`src/rtl/irqc_pkg.sv`:
```
package irqc_pkg;
  localparam int unsigned ADDR_W = 4;

  localparam logic [ADDR_W-1:0] OFS_EN_SET = 4'h0;
  localparam logic [ADDR_W-1:0] OFS_EN_CLR = 4'h4;
  localparam logic [ADDR_W-1:0] OFS_STATUS = 4'hC;

  typedef enum logic [1:0] {
    ACC_NONE = 2'd0,
    ACC_SET  = 2'd1,
    ACC_CLR  = 2'd2
  } en_acc_e;

  function automatic en_acc_e decode_write(input logic wr, input logic [ADDR_W-1:0] ofs);
    en_acc_e acc;
    acc = ACC_NONE;
    if (wr) begin
      if (ofs == OFS_EN_SET)      acc = ACC_SET;
      else if (ofs == OFS_EN_CLR) acc = ACC_CLR;
    end
    return acc;
  endfunction
endpackage

```
`src/rtl/irqc_rst_sync.sv`:
```
module irqc_rst_sync (
  input  logic clk,
  input  logic rst_n,
  output logic rst_n_o
);
  logic [1:0] stage_q;

  always_ff @(posedge clk or negedge rst_n) begin
    if (!rst_n) stage_q <= 2'b00;
    else        stage_q <= {stage_q[0], 1'b1};
  end

  assign rst_n_o = stage_q[1];
endmodule

```
`src/rtl/irqc_sync.sv`:
```
module irqc_sync #(
  parameter int unsigned WIDTH = 32
) (
  input  logic             clk,
  input  logic             rst_n,
  input  logic [WIDTH-1:0] d_i,
  output logic [WIDTH-1:0] q_o
);
  logic [WIDTH-1:0] meta_q;
  logic [WIDTH-1:0] sync_q;

  always_ff @(posedge clk or negedge rst_n) begin
    if (!rst_n) begin
      meta_q <= '0;
      sync_q <= '0;
    end else begin
      meta_q <= d_i;
      sync_q <= meta_q;
    end
  end

  assign q_o = sync_q;
endmodule

```
`src/rtl/irqc_enable_regs.sv`:
```
module irqc_enable_regs
  import irqc_pkg::*;
#(
  parameter int unsigned WIDTH = 32
) (
  input  logic              clk,
  input  logic              rst_n,
  input  logic              wr_en_i,
  input  logic [ADDR_W-1:0] addr_i,
  input  logic [WIDTH-1:0]  wr_data_i,
  output logic [WIDTH-1:0]  en_o
);
  en_acc_e          acc;
  logic [WIDTH-1:0] en_d;
  logic [WIDTH-1:0] en_q;
  logic             en_we;

  always_comb begin
    acc   = decode_write(wr_en_i, addr_i);
    en_d  = en_q;
    en_we = 1'b0;
    case (acc)
      ACC_SET: begin
        en_d  = en_q | wr_data_i;
        en_we = 1'b1;
      end
      ACC_CLR: begin
        en_d  = en_q & ~wr_data_i;
        en_we = 1'b1;
      end
      default: begin
        en_d  = en_q;
        en_we = 1'b0;
      end
    endcase
  end

  always_ff @(posedge clk or negedge rst_n) begin
    if (!rst_n)     en_q <= '0;
    else if (en_we) en_q <= en_d;
  end

  assign en_o = en_q;


  en_set_chk: assert property (@(posedge clk) disable iff (!rst_n)
    (wr_en_i && addr_i == OFS_EN_SET) |=> ((en_q & $past(wr_data_i)) == $past(wr_data_i)));

  en_clr_chk: assert property (@(posedge clk) disable iff (!rst_n)
    (wr_en_i && addr_i == OFS_EN_CLR) |=> ((en_q & $past(wr_data_i)) == '0));

  en_hold_chk: assert property (@(posedge clk) disable iff (!rst_n)
    (!wr_en_i || (addr_i != OFS_EN_SET && addr_i != OFS_EN_CLR)) |=> $stable(en_q));
endmodule

```
`src/rtl/irqc_group.sv`:
```
module irqc_group #(
  parameter int unsigned N_SRC = 8,
  localparam int unsigned IDX_W = (N_SRC > 1) ? $clog2(N_SRC) : 1
) (
  input  logic             clk,
  input  logic             rst_n,
  input  logic [N_SRC-1:0] lvl_i,
  input  logic [N_SRC-1:0] en_i,
  output logic [N_SRC-1:0] status_o,
  output logic             irq_o,
  output logic [IDX_W-1:0] idx_o
);
  logic [N_SRC-1:0] status_d;
  logic [N_SRC-1:0] status_q;
  logic [IDX_W-1:0] idx_c;

  always_comb begin
    status_d = lvl_i & en_i;
  end

  always_ff @(posedge clk or negedge rst_n) begin
    if (!rst_n) status_q <= '0;
    else        status_q <= status_d;
  end

  always_comb begin
    idx_c = '0;
    for (int i = N_SRC - 1; i >= 0; i--) begin
      if (status_q[i]) idx_c = IDX_W'(i);
    end
  end

  assign status_o = status_q;
  assign irq_o    = |status_q;
  assign idx_o    = idx_c;


  stat_mask_chk: assert property (@(posedge clk) disable iff (!rst_n)
    1'b1 |=> ((status_q & ~$past(en_i)) == '0));

  idx_hit_chk: assert property (@(posedge clk) disable iff (!rst_n)
    irq_o |-> status_q[idx_o]);

  idx_lowest_chk: assert property (@(posedge clk) disable iff (!rst_n)
    irq_o |-> ((status_q & ((N_SRC'(1) << idx_o) - N_SRC'(1))) == '0));

  idx_idle_chk: assert property (@(posedge clk) disable iff (!rst_n)
    !irq_o |-> (idx_o == '0));
endmodule

```
`src/rtl/irq_combiner_bank.sv`:
```
module irq_combiner_bank
  import irqc_pkg::*;
#(
  parameter int unsigned GROUPS    = 4,
  parameter int unsigned GROUP_SRC = 8,
  localparam int unsigned WIDTH = GROUPS * GROUP_SRC,
  localparam int unsigned IDX_W = (GROUP_SRC > 1) ? $clog2(GROUP_SRC) : 1
) (
  input  logic                    clk,
  input  logic                    rst_n,
  input  logic [WIDTH-1:0]        src_i,
  input  logic                    wr_en_i,
  input  logic                    rd_en_i,
  input  logic [ADDR_W-1:0]       addr_i,
  input  logic [WIDTH-1:0]        wr_data_i,
  output logic [WIDTH-1:0]        rd_data_o,
  output logic [GROUPS-1:0]       grp_irq_o,
  output logic [GROUPS*IDX_W-1:0] grp_idx_o
);
  logic             rst_n_s;
  logic [WIDTH-1:0] lvl_s;
  logic [WIDTH-1:0] en_w;
  logic [WIDTH-1:0] status_w;
  logic [WIDTH-1:0] rd_d;
  logic [WIDTH-1:0] rd_q;

  irqc_rst_sync u_rst (
    .clk    (clk),
    .rst_n  (rst_n),
    .rst_n_o(rst_n_s)
  );

  irqc_sync #(.WIDTH(WIDTH)) u_sync (
    .clk  (clk),
    .rst_n(rst_n_s),
    .d_i  (src_i),
    .q_o  (lvl_s)
  );

  irqc_enable_regs #(.WIDTH(WIDTH)) u_en (
    .clk      (clk),
    .rst_n    (rst_n_s),
    .wr_en_i  (wr_en_i),
    .addr_i   (addr_i),
    .wr_data_i(wr_data_i),
    .en_o     (en_w)
  );

  for (genvar g = 0; g < GROUPS; g++) begin : g_grp
    irqc_group #(.N_SRC(GROUP_SRC)) u_grp (
      .clk     (clk),
      .rst_n   (rst_n_s),
      .lvl_i   (lvl_s[g*GROUP_SRC +: GROUP_SRC]),
      .en_i    (en_w[g*GROUP_SRC +: GROUP_SRC]),
      .status_o(status_w[g*GROUP_SRC +: GROUP_SRC]),
      .irq_o   (grp_irq_o[g]),
      .idx_o   (grp_idx_o[g*IDX_W +: IDX_W])
    );
  end

  always_comb begin
    case (addr_i)
      OFS_EN_SET: rd_d = en_w;
      OFS_STATUS: rd_d = status_w;
      default:    rd_d = '0;
    endcase
  end

  always_ff @(posedge clk or negedge rst_n_s) begin
    if (!rst_n_s)     rd_q <= '0;
    else if (rd_en_i) rd_q <= rd_d;
  end

  assign rd_data_o = rd_q;


  unmapped_rd_chk: assert property (@(posedge clk) disable iff (!rst_n_s)
    (rd_en_i && addr_i != OFS_EN_SET && addr_i != OFS_STATUS) |=> (rd_data_o == '0));

  rd_hold_chk: assert property (@(posedge clk) disable iff (!rst_n_s)
    !rd_en_i |=> $stable(rd_data_o));

  grp_any_chk: assert property (@(posedge clk) disable iff (!rst_n_s)
    (status_w != '0) |-> (grp_irq_o != '0));
endmodule

```
`config.mk`:
```
export PLATFORM = sky130hd
export DESIGN_NAME = irq_combiner_bank
export DESIGN_NICKNAME = d
export VERILOG_FILES = /design/src/rtl/irqc_pkg.sv /design/src/rtl/irqc_rst_sync.sv /design/src/rtl/irqc_sync.sv /design/src/rtl/irqc_enable_regs.sv /design/src/rtl/irqc_group.sv /design/src/rtl/irq_combiner_bank.sv
export SDC_FILE = /design/constraint.sdc
export NUM_CORES = 1
export LEC_CHECK = 0
export ABC_CLOCK_PERIOD_IN_PS = 6280
export BUFFER_PORTS_ARGS = -buffer_cell sky130_fd_sc_hd__clkbuf_2
export CAP_MARGIN = 20
export CELL_PAD_IN_SITES_DETAIL_PLACEMENT = 0
export CELL_PAD_IN_SITES_GLOBAL_PLACEMENT = 2
export CORE_MARGIN = 2
export CORE_UTILIZATION = 36
export CTS_BUF_LIST = sky130_fd_sc_hd__clkbuf_8 sky130_fd_sc_hd__clkbuf_16
export DETAILED_ROUTE_END_ITERATION = 8
export GPL_ROUTABILITY_DRIVEN = 0
export PLACE_DENSITY = 0.75
export SYNTH_ARGS = -nofsm -noshare
export SYNTH_HDL_FRONTEND = slang
export SYNTH_SLANG_ARGS = --single-unit
```
`constraint.sdc`:
```
create_clock -name clk -period 6.28 [get_ports clk]
set_input_delay 0.942 -clock clk [delete_from_list [all_inputs] [get_ports clk]]
set_output_delay 0.942 -clock clk [all_outputs]
set_load 0.05 [all_outputs]
```
==> results.md <==
- The flow ran to the end, and the final reports show no timing, DRC or antenna violations.
- The area of all placed cells without fillers is about 7100 sq um.
- The destination of the worst register-to-register timing path is rd_data_o[22].
- Setup repair after global routing left no endpoint under its margin.
- The synthesized area is approximately 5800 sq um.
- The total number of yosys warnings is 0.
- Entering global routing, the biggest net connects 75 pins.
- Data arrives at the worst endpoint at around 1.8 ns.
- Synthesis instantiated 28 different standard cells from the library.
- The clock-pin slew on the worst setup and hold paths is ~0.06 ns.
- The longest clock path from root to sink contains 2 buffers.
- The logic depth of the worst register-to-register path is 1.
- Once placement finished, the instance area stood at around 6500 sq um.
- The wire length per cell after detailed routing is approximately 16 um.
- The top achievable clock speed is ~0.37 GHz.
- The critical path is of the flop to output port type.
- The die area is 17,030 sq um.
- Setup violations remaining at the end of the flow were counted as 0.
- The final routed wirelength across all metal layers is about 12,000 um.
- The CTS tree is done.
- The tool flagged a number of max-cap violations equal to 0.
- The minimum period implied by the final worst setup slack is 2.698 ns.
- The area of the core region is ~16,000 sq um.
- The post-CTS resize count is 0.
- The CTS H-tree depth is 4.
- The number of antenna violations at the first check in global routing was 0.
- The count of clock tree sinks is between 150 and 200.
- The floorplan has 46 rows.
- Synthesis produced a netlist whose cell count is between 400 and 500.
- At the pin with the least slew margin, the transition time is 0.9261 ns.
- Measured on the finished design, the core utilization comes to 44.95%.
- The total half-perimeter wirelength after legalization and detailed placement is around 8000 um.
- The post-detailed-route via-to-cell ratio is approximately 4.6.
- The area share of the leading cell type in the synthesized netlist is ~70%.
- The top-level I/O count is between 100 and 150.
- The worst min-delay path category is flop to async pin.
- The reg-to-reg startpoint is u_rst.stage_q[1].
- Power spread over the standard cell area amounts to 371.8 nW/um^2.
- The number of pins exceeding their max-slew limit in the final report is 0.
- The CTS root buffer is sky130_fd_sc_hd__clkbuf_16.
- From bottom edge to top edge, the die measures approximately 130 um.
- Buffers inserted to repair hold after CTS numbered 0.
- The synthesized area per cell is 13.24 sq um.
- The internal reg-to-reg setup slack is roughly 4.9 ns.
- The static leakage is approximately 3.5 nW.
- The maximum resistive drop on vdd is about 0.00019 V.
- The number of buffers inserted during clock tree synthesis is 17.
- The via count of the first global-routing pass came to roughly 3,700.
- 0 antenna diodes ended up in the layout.
- The area growth from synthesis to layout is 23.09%.
- The cell taking the most area after synthesis is sky130_fd_sc_hd__dfrtp_1.
- The worst-skew pair later-pin latency is ~0.41 ns.
- The remaining antenna violation count after routing is 0.
- In the final design database the tool counted 630 nets.
- The maximum fanout encountered on the critical timing path is 4.
- The relative max-transition margin is between 30% and 40%.
- The data required time at the worst endpoint is 5.34 ns.
- Of the synthesized area, sequential elements account for between 70% and 80%.
- The synthesized netlist net count is 508.
- The final critical path takes up between 40% and 50% of the cycle.
- The total count of hold-check failures in the final report is 0.
- The total iterations of the first detailed-routing run is 4.
- The category of the worst setup path launch point is a flop.
- Port buffering added ~120 buffers.
- The total overflow left after global routing is 0.
- The filler cell count is between 1,000 and 1,500.
- The die span in x is approximately 130 um.
- The synthesized design contains approximately 160 register bits.
- The starting utilization of the core area is between 30% and 40%.
- The area of the multi-input gates is 1551 sq um.
- The wire length of the first global-routing pass is approximately 20,000 um.
- Of the cells placed in the final design, the portion with a size suffix greater than 1 is around 28%.
- By area the synthesized netlist is led by sky130_fd_sc_hd__dfrtp_1, sky130_fd_sc_hd__a221o_1, sky130_fd_sc_hd__and2_1.
- For this block, the initial DRC count from the detailed router was around 190.
- Clock skew on the completed layout was measured at 0.006269 ns.
- For this run, design rule violations remaining after detail routing come to 0.
- Across every metal layer, demand over resource in global routing totals between 10% and 20%.
- The overall via count from detail_route is ~3,600.
- The kind of capture point of the worst setup path is an output port.
- The post-CTS setup buffer count is 0.
- Summing all flip-flop and latch instances after layout gives approximately 4100 sq um.
- Summed over all failing endpoints, the final setup total negative slack is 0 ns.
## cell usage in the layout, fill, tap and decap left out, types with 8 or more instances in the layout
cell type and instances:
sky130_fd_sc_hd__and2_1 32, sky130_fd_sc_hd__clkbuf_2 119, sky130_fd_sc_hd__nand2b_1 32, sky130_fd_sc_hd__clkbuf_16 17
sky130_fd_sc_hd__nor2_1 13, sky130_fd_sc_hd__clkinv_2 8, sky130_fd_sc_hd__dfrtp_1 161, sky130_fd_sc_hd__and2b_1 12
sky130_fd_sc_hd__nand2_1 36, sky130_fd_sc_hd__nor2b_1 28, sky130_fd_sc_hd__nor4_1 8, sky130_fd_sc_hd__a221o_1 30
sky130_fd_sc_hd__o21ai_0 36
## power by group
part / internal (mW) / total (mW) / switching (mW)
sequential: 1.17 / 1.26 / 0.0963
combinational: 0.125 / 0.393 / 0.268
clock: 0.586 / 0.980 / 0.394
## critical path: stages, from the launching register on
cell                       delay (ns)
sky130_fd_sc_hd__dfrtp_1         0.41
sky130_fd_sc_hd__nor2b_1         0.13
sky130_fd_sc_hd__o21bai_1        0.09
sky130_fd_sc_hd__a221oi_1        0.37
sky130_fd_sc_hd__clkbuf_2        0.35
## final cells by class
cell class	instances	share of cell area, %
sequential	162	57.24
multi-input combinational	248	21.88
timing repair buffer	124	8.930
clock buffer	18	6.195
tap	216	3.812
clock inverter	14	1.730
inverter	4	0.2118
## synth_stat cells, drive strengths merged
master  number
a211oi       4
a221o       32
a221oi       4
and2        32
and2b       12
and3         1
and3b        1
and4         1
buf         12
clkbuf       9
conb         1
dfrtp      162
ha           1
inv          4
nand2       36
nand2b      32
nand3b       1
nor2        13
nor2b       28
nor3         1
nor4         8
o21ai       36
o21bai       4
## logic make-up (layout without fill, tap and decap cells)
family	Yosys count	count (layout)	share of synthesized area, %
flops	162	162	70.39
fa+ha+maj	1	1	0.2172
compound gates	80	80	10.38
other cells	1	1	0.06511
simple gates	166	166	16.27
buf+inv	25	160	2.672
## stage by stage
step / setup slack [ns] / hold slack [ns] / power, mW / cells
2_1_floorplan: 1.432 / 0.3312 / 1.561 / 435
3_3_place_gp: 3.489 / 0.2157 / 1.670 / 754
3_5_place_dp: 3.376 / 0.2164 / 1.681 / 754
4_1_cts: 3.594 / 0.2212 / 2.670 / 786
5_1_grt: 3.475 / 0.2432 / 2.771 / 786
6_report: 3.582 / 0.2086 / 2.636 / 786
## how the worst max path moves through the flow
| stage | to | cells past startpoint | startpoint | slack (ns) |
|---|---|---|---|---|
| final | grp_idx_o[0] | 4 | g_grp[0].u_grp.status_o[6] | 3.58 |
| after global routing | grp_idx_o[2] | 3 | g_grp[0].u_grp.status_o[3] | 3.48 |
| after CTS | grp_idx_o[0] | 4 | g_grp[0].u_grp.status_o[6] | 3.59 |
| after detailed placement | flop | 6 | addr_i[3] | 3.38 |
| after global placement | flop | 6 | addr_i[3] | 3.49 |
| after floorplan | async pin | 0 | u_rst.stage_q[1] | 1.43 |
## layer usage
layer / vias to the layer above / part of all wire [%] / GRT usage [%]
li1: 1733 / - / -
met1: 1733 / 46 / 21.22
met2: 99 / 47 / 23.13
met3: 22 / 4.8 / 3.787
met4: 0 / 2.2 / 7.134
met5: - / 0 / 0
Note: power is estimated with default switching activity, not from simulation.
